<file path="src/rtl/uctrl_pkg.sv">
package uctrl_pkg;

  // Sequencing code held in the low bits of each control word.
  typedef enum logic [1:0] {
    SEQ_FETCH  = 2'b00,
    SEQ_DISP_A = 2'b01,
    SEQ_DISP_B = 2'b10,
    SEQ_NEXT   = 2'b11
  } seq_e;

  // Target of a load through the write port.
  typedef enum logic [1:0] {
    WSEL_STORE = 2'b00,
    WSEL_TAB_A = 2'b01,
    WSEL_TAB_B = 2'b10,
    WSEL_CLEAR = 2'b11
  } wsel_e;

  localparam int unsigned SEQ_W = 2;
  localparam int unsigned N_TABLES = 2;

endpackage

</file>
<file path="src/rtl/uctrl_store.sv">
module uctrl_store
  import uctrl_pkg::*;
#(
  parameter int unsigned ADDR_W = 4,
  parameter int unsigned SIG_W  = 17
) (
  input  logic                    clk,
  input  logic                    rst,
  input  logic                    we,
  input  logic [ADDR_W-1:0]       waddr,
  input  logic [SIG_W+SEQ_W-1:0]  wdata,
  input  logic [ADDR_W-1:0]       raddr,
  output logic [SEQ_W-1:0]        seq_code,
  output logic [SIG_W-1:0]        sig_q
);
  localparam int unsigned WORD_W = SIG_W + SEQ_W;
  localparam int unsigned DEPTH  = 1 << ADDR_W;

  logic [WORD_W-1:0] mem [DEPTH];
  logic [WORD_W-1:0] cur_word;

  always_ff @(posedge clk) begin
    if (we) mem[waddr] <= wdata;
  end

  assign cur_word = mem[raddr];
  assign seq_code = cur_word[SEQ_W-1:0];

  // Control signals are registered: one cycle behind the microaddress.
  always_ff @(posedge clk) begin
    if (rst) sig_q <= '0;
    else     sig_q <= cur_word[WORD_W-1:SEQ_W];
  end

endmodule

</file>
<file path="src/rtl/uctrl_dispatch.sv">
module uctrl_dispatch #(
  parameter int unsigned OPC_W  = 6,
  parameter int unsigned ADDR_W = 4
) (
  input  logic              clk,
  input  logic              we,
  input  logic              clr,
  input  logic [OPC_W-1:0]  waddr,
  input  logic [ADDR_W-1:0] wdata,
  input  logic [OPC_W-1:0]  opcode,
  output logic [ADDR_W-1:0] target,
  output logic              hit
);
  localparam int unsigned DEPTH = 1 << OPC_W;

  logic [ADDR_W-1:0] tgt_mem [DEPTH];
  logic [DEPTH-1:0]  defined;

  always_ff @(posedge clk) begin
    if (we) tgt_mem[waddr] <= wdata;
  end

  always_ff @(posedge clk) begin
    if (clr)     defined <= '0;
    else if (we) defined[waddr] <= 1'b1;
  end

  assign hit    = defined[opcode];
  assign target = hit ? tgt_mem[opcode] : '0;

endmodule

</file>
<file path="src/rtl/uctrl_next.sv">
module uctrl_next
  import uctrl_pkg::*;
#(
  parameter int unsigned ADDR_W = 4
) (
  input  logic [SEQ_W-1:0]  seq_code,
  input  logic [ADDR_W-1:0] cur,
  input  logic [ADDR_W-1:0] tgt_a,
  input  logic [ADDR_W-1:0] tgt_b,
  output logic [ADDR_W-1:0] nxt
);

  function automatic logic [ADDR_W-1:0] pick_next(
    input logic [SEQ_W-1:0]  code,
    input logic [ADDR_W-1:0] here,
    input logic [ADDR_W-1:0] a,
    input logic [ADDR_W-1:0] b
  );
    logic [ADDR_W-1:0] r;
    case (seq_e'(code))
      SEQ_NEXT:   r = here + 1'b1;
      SEQ_DISP_A: r = a;
      SEQ_DISP_B: r = b;
      default:    r = '0;
    endcase
    return r;
  endfunction

  assign nxt = pick_next(seq_code, cur, tgt_a, tgt_b);

endmodule

</file>
<file path="src/rtl/uctrl_seq.sv">
module uctrl_seq
  import uctrl_pkg::*;
#(
  parameter int unsigned OPC_W  = 6,
  parameter int unsigned ADDR_W = 4,
  parameter int unsigned SIG_W  = 17
) (
  input  logic                   clk,
  input  logic                   rst,
  input  logic [OPC_W-1:0]       opcode,
  input  logic                   wr_en,
  input  logic [1:0]             wr_sel,
  input  logic [OPC_W-1:0]       wr_addr,
  input  logic [SIG_W+SEQ_W-1:0] wr_data,
  output logic [SIG_W-1:0]       ctl_sig,
  output logic [ADDR_W-1:0]      uaddr
);
  localparam int unsigned WORD_W = SIG_W + SEQ_W;

  wsel_e             sel;
  logic              load_ok;
  logic              store_we;
  logic              tab_clr;
  logic [N_TABLES-1:0] tab_we;
  logic [ADDR_W-1:0] disp_tgt [N_TABLES];
  logic [N_TABLES-1:0] disp_hit;
  logic [SEQ_W-1:0]  seq_code;
  logic [ADDR_W-1:0] upc;
  logic [ADDR_W-1:0] upc_nxt;

  assign sel      = wsel_e'(wr_sel);
  assign load_ok  = rst & wr_en;
  assign store_we = load_ok && (sel == WSEL_STORE);
  assign tab_clr  = load_ok && (sel == WSEL_CLEAR);
  assign tab_we[0] = load_ok && (sel == WSEL_TAB_A);
  assign tab_we[1] = load_ok && (sel == WSEL_TAB_B);

  uctrl_store #(.ADDR_W(ADDR_W), .SIG_W(SIG_W)) u_store (
    .clk      (clk),
    .rst      (rst),
    .we       (store_we),
    .waddr    (wr_addr[ADDR_W-1:0]),
    .wdata    (wr_data),
    .raddr    (upc),
    .seq_code (seq_code),
    .sig_q    (ctl_sig)
  );

  for (genvar g = 0; g < N_TABLES; g++) begin : g_tab
    uctrl_dispatch #(.OPC_W(OPC_W), .ADDR_W(ADDR_W)) u_tab (
      .clk    (clk),
      .we     (tab_we[g]),
      .clr    (tab_clr),
      .waddr  (wr_addr),
      .wdata  (wr_data[ADDR_W-1:0]),
      .opcode (opcode),
      .target (disp_tgt[g]),
      .hit    (disp_hit[g])
    );
  end

  uctrl_next #(.ADDR_W(ADDR_W)) u_next (
    .seq_code (seq_code),
    .cur      (upc),
    .tgt_a    (disp_tgt[0]),
    .tgt_b    (disp_tgt[1]),
    .nxt      (upc_nxt)
  );

  always_ff @(posedge clk) begin
    if (rst) upc <= '0;
    else     upc <= upc_nxt;
  end

  assign uaddr = upc;

  AST_SEQ_FETCH: assert property (@(posedge clk) disable iff (rst)
    (seq_code == SEQ_FETCH) |=> (uaddr == '0));
  AST_SEQ_INC: assert property (@(posedge clk) disable iff (rst)
    (seq_code == SEQ_NEXT) |=> (uaddr == ADDR_W'($past(uaddr) + 1'b1)));
  AST_DISP_A: assert property (@(posedge clk) disable iff (rst)
    (seq_code == SEQ_DISP_A) |=> (uaddr == $past(disp_tgt[0])));
  AST_DISP_B: assert property (@(posedge clk) disable iff (rst)
    (seq_code == SEQ_DISP_B) |=> (uaddr == $past(disp_tgt[1])));
  AST_UNDEF_FETCH: assert property (@(posedge clk) disable iff (rst)
    (seq_code == SEQ_DISP_A && !disp_hit[0]) |=> (uaddr == '0));

endmodule

</file>
<file path="config.mk">
export PLATFORM = sky130hd
export DESIGN_NAME = uctrl_seq
export DESIGN_NICKNAME = d
export VERILOG_FILES = /design/src/rtl/uctrl_pkg.sv /design/src/rtl/uctrl_store.sv /design/src/rtl/uctrl_dispatch.sv /design/src/rtl/uctrl_next.sv /design/src/rtl/uctrl_seq.sv
export SDC_FILE = /design/constraint.sdc
export NUM_CORES = 1
export LEC_CHECK = 0
export ABC_AREA = 0
export CORE_UTILIZATION = 56
export CTS_BUF_LIST = sky130_fd_sc_hd__clkbuf_16
export CTS_CLUSTER_DIAMETER = 50
export CTS_CLUSTER_SIZE = 16
export DETAILED_ROUTE_END_ITERATION = 6
export PLACE_DENSITY = 0.75
export SKIP_CTS_REPAIR_TIMING = 1
export SLEW_MARGIN = 20
export SYNTH_ARGS = -nofsm -noshare
export SYNTH_HDL_FRONTEND = slang
export SYNTH_SLANG_ARGS = --single-unit
</file>
<file path="constraint.sdc">
create_clock -name clk -period 3.2 [get_ports clk]
set_clock_uncertainty 0.15 [all_clocks]
set_input_delay 0.64 -clock clk [delete_from_list [all_inputs] [get_ports clk]]
set_output_delay 0.64 -clock clk [all_outputs]
set_load 0.02 [all_outputs]
</file>
==> metrics.txt <==
status=finished, final reports clean; IO Port Bufs=56; I/O Pins=57; Final #Nets=2142; global-route wire length before repair=125000 um; CTS root buffer=clkbuf_16; layout cells sized above 1=28.9%; DRT Pass-1 Iters=7; Leakage=~14 nW; Die H=260 um; Critical Path Fanout Max=10; # clock sinks=965; Fin Hold WS=0.311 ns; fin cells=3042; final worst slack=0.164 ns; Clock Pin Slew Worst Setup and Hold Paths=approximately 0.070 ns; cells after synthesis=~1900; startpoint types=flip-flop; Die Area=roughly 68000 um2; slew at the pin closest to its max-slew limit=~0.8 ns; critical path arrival=between 2 and 2.5 ns; Final Total Pwr=25.4 mW; drt total wl=~84000 um; Setup WS pre-CTS=-0.116 ns; hold crit path type=reg -> reg; Num CTS Buffers=86; PwrDens=a little under 600 nW/um2; clk_lat worst skew=0.64 ns; sequential fraction of the synthesis area=between 70 and 80%; syn avg cell area=approximately 20 um2; number of synthesized flops with an enable pin=816; GRT Total Usage=25.5%; Post-DP HPWL=roughly 53000 um; gp weighted congestion=0.921; Final period util=94.9%; Crit Path Class=reg -> out; Layout area overhead=15.8%; async set-reset flop share out of synthesis=0%; Worst setup EP type=output pin; std cell rows=94; Remaining DRCs=0; total grt overflow=0; total number of vias=19200; fin crit period=3.04 ns; die span in x=260 um; CTS tree=yes; Cell variety after synth=49; Starting Density=56.6%; vias in the first global route=19800; initial antenna violation count=0; Vias per Instance=6.31; antenna-violating nets left=0; Setup Total Neg Slack=0 ns; WL/cell=around 28 um; antenna cells=0; Ys Warns=0; syn_nets=between 1500 and 2000; Core Area=roughly 66000 um2; clock buffer depth=3; RSZ-0062 raised after global routing=false; H-tree levels=3; relative slew slack=a little under half; dpl cells=2881; Final Setup Violations=0; Peak VDD IR=between 0.4 and 0.5 mV; Max Fclk=329 MHz; max-cap viol count=0; post-synthesis cell area=about 37000 um2; Worst Path Required=approximately 2.4 ns; initial drt markers=2103; largest net degree at the start of global routing=129; max-slew violations=0; most used flip-flop cell after synthesis=edfxtp_1; Synth Register Bits=a little under 1000; final hold vios=0
==> synthesized netlist by cell type, types with 3 or more instances <==
library cell	n	share of area [%]
edfxtp_1	816	66
mux4_2	248	15
nor2_1	159	1.6
dfxtp_1	149	8.0
o21a_1	130	2.6
clkbuf_1	58	0.58
mux2i_1	42	1.1
nand2_1	41	0.41
nor2b_1	32	0.54
buf_2	22	0.30
nand3_1	22	0.30
a221oi_1	16	0.38
mux4_1	16	1.1
a22oi_1	10	0.20
buf_1	10	0.10
buf_4	9	0.18
buf_6	7	0.21
mux2_2	7	0.21
o21ai_0	6	0.081
a21oi_1	5	0.067
inv_1	5	0.050
nand2b_1	4	0.067
nand4_1	4	0.067
a221o_1	3	0.081
nor3_1	3	0.040
o22ai_1	3	0.050
==> per-layer routing <==
metal  track usage [%]  wire [um]  up-vias
li1                  -          -     8090
met1              34.2      32100     9992
met2              42.8      42200      961
met3              4.03       7270      140
met4              8.63       2420        0
met5                 0          0        -
==> flip-flops by register name (all words and copies together) (netlist names) <==
register,cells
g_tab.u_tab.tgt_mem,512
u_store.mem,304
g_tab.u_tab.defined,128
u_store.sig_q,17
uaddr,4
==> cells in the final DEF (no fill, tap or decap), types with 4 or more instances in the layout <==
cell type and count:
a22oi_1 10, nand4_1 4, nor2_1 143, nor2_2 16
mux2i_1 42, clkinv_4 9, a21oi_1 5, clkbuf_16 90
clkinvlp_4 6, mux4_1 16, buf_12 31, nand2b_1 4
a221oi_1 16, o21ai_0 6, clkinv_2 6, bufinv_16 4
inv_1 28, o21a_1 130, clkinv_1 5, buf_4 184
dfxtp_1 145, nor2b_1 32, nand3_1 22, nand2_1 41
inv_8 9, clkdlybuf4s50_1 48, inv_6 6, mux2_2 7
mux4_2 248, edfxtp_1 816
==> cells by family after synthesis <==
logic type               Yosys count  synth area share (%)
adder cells (fa/ha/maj)            1                0.0336
AO/OA/AOI/OAI                    187                  3.80
multiplexers                     313                  17.5
XOR/XNOR                           2                0.0470
buffers and inverters            117                  1.63
flip-flops                       965                  73.8
AND/OR/NAND/NOR                  275                  3.21
==> path summary, 6_finish.rpt <==
check	slack (ns)	to	from	cells past startpoint
max	0.16	uaddr[3]	uaddr[3]$_SDFF_PP0_	3
min	0.31	g_tab[1].u_tab.defined[35]$_SDFFE_PP0P_	g_tab[1].u_tab.defined[35]$_SDFFE_PP0P_	1
max reg2reg	0.33	uaddr[2]$_SDFF_PP0_	uaddr[0]$_SDFF_PP0_	8
min reg2reg	0.31	g_tab[1].u_tab.defined[35]$_SDFFE_PP0P_	g_tab[1].u_tab.defined[35]$_SDFFE_PP0P_	1
==> worst max-delay path: stages (launching register included) <==
cell and delay (ns):
dfxtp_2 0.47, buf_4 0.24, buf_4 0.26, clkdlybuf4s50_1 0.64
==> report_power, final <==
group          internal [mW]  switching, mW  total, mW
sequential              13.7         0.0490       13.7
clock                   5.55           4.70       10.3
combinational          0.667          0.767       1.43
total                   19.9           5.52       25.4
==> final cells by class <==
class                           instances  area, um2
Timing Repair Buffer                  267       2520
Clock inverter                         71        574
Fill cell                            4202      22600
Clock buffer                           90       2250
Tap cell                              864       1080
Inverter                                7       26.3
Sequential cell                       965      27500
Multi-Input combinational cell        778       9190
==> stage by stage <==
| step | instance area (um2) | utilization (%) |
|---|---|---|
| 2_1_floorplan | 37200 | - |
| 3_3_place_gp | 40300 | 61.3 |
| 3_5_place_dp | 40300 | 61.3 |
| 4_1_cts | 43100 | 65.6 |
| 5_1_grt | 43100 | 65.6 |
| 6_report | 43100 | 65.6 |
No activity file was read; power rests on OpenSTA's default activity.
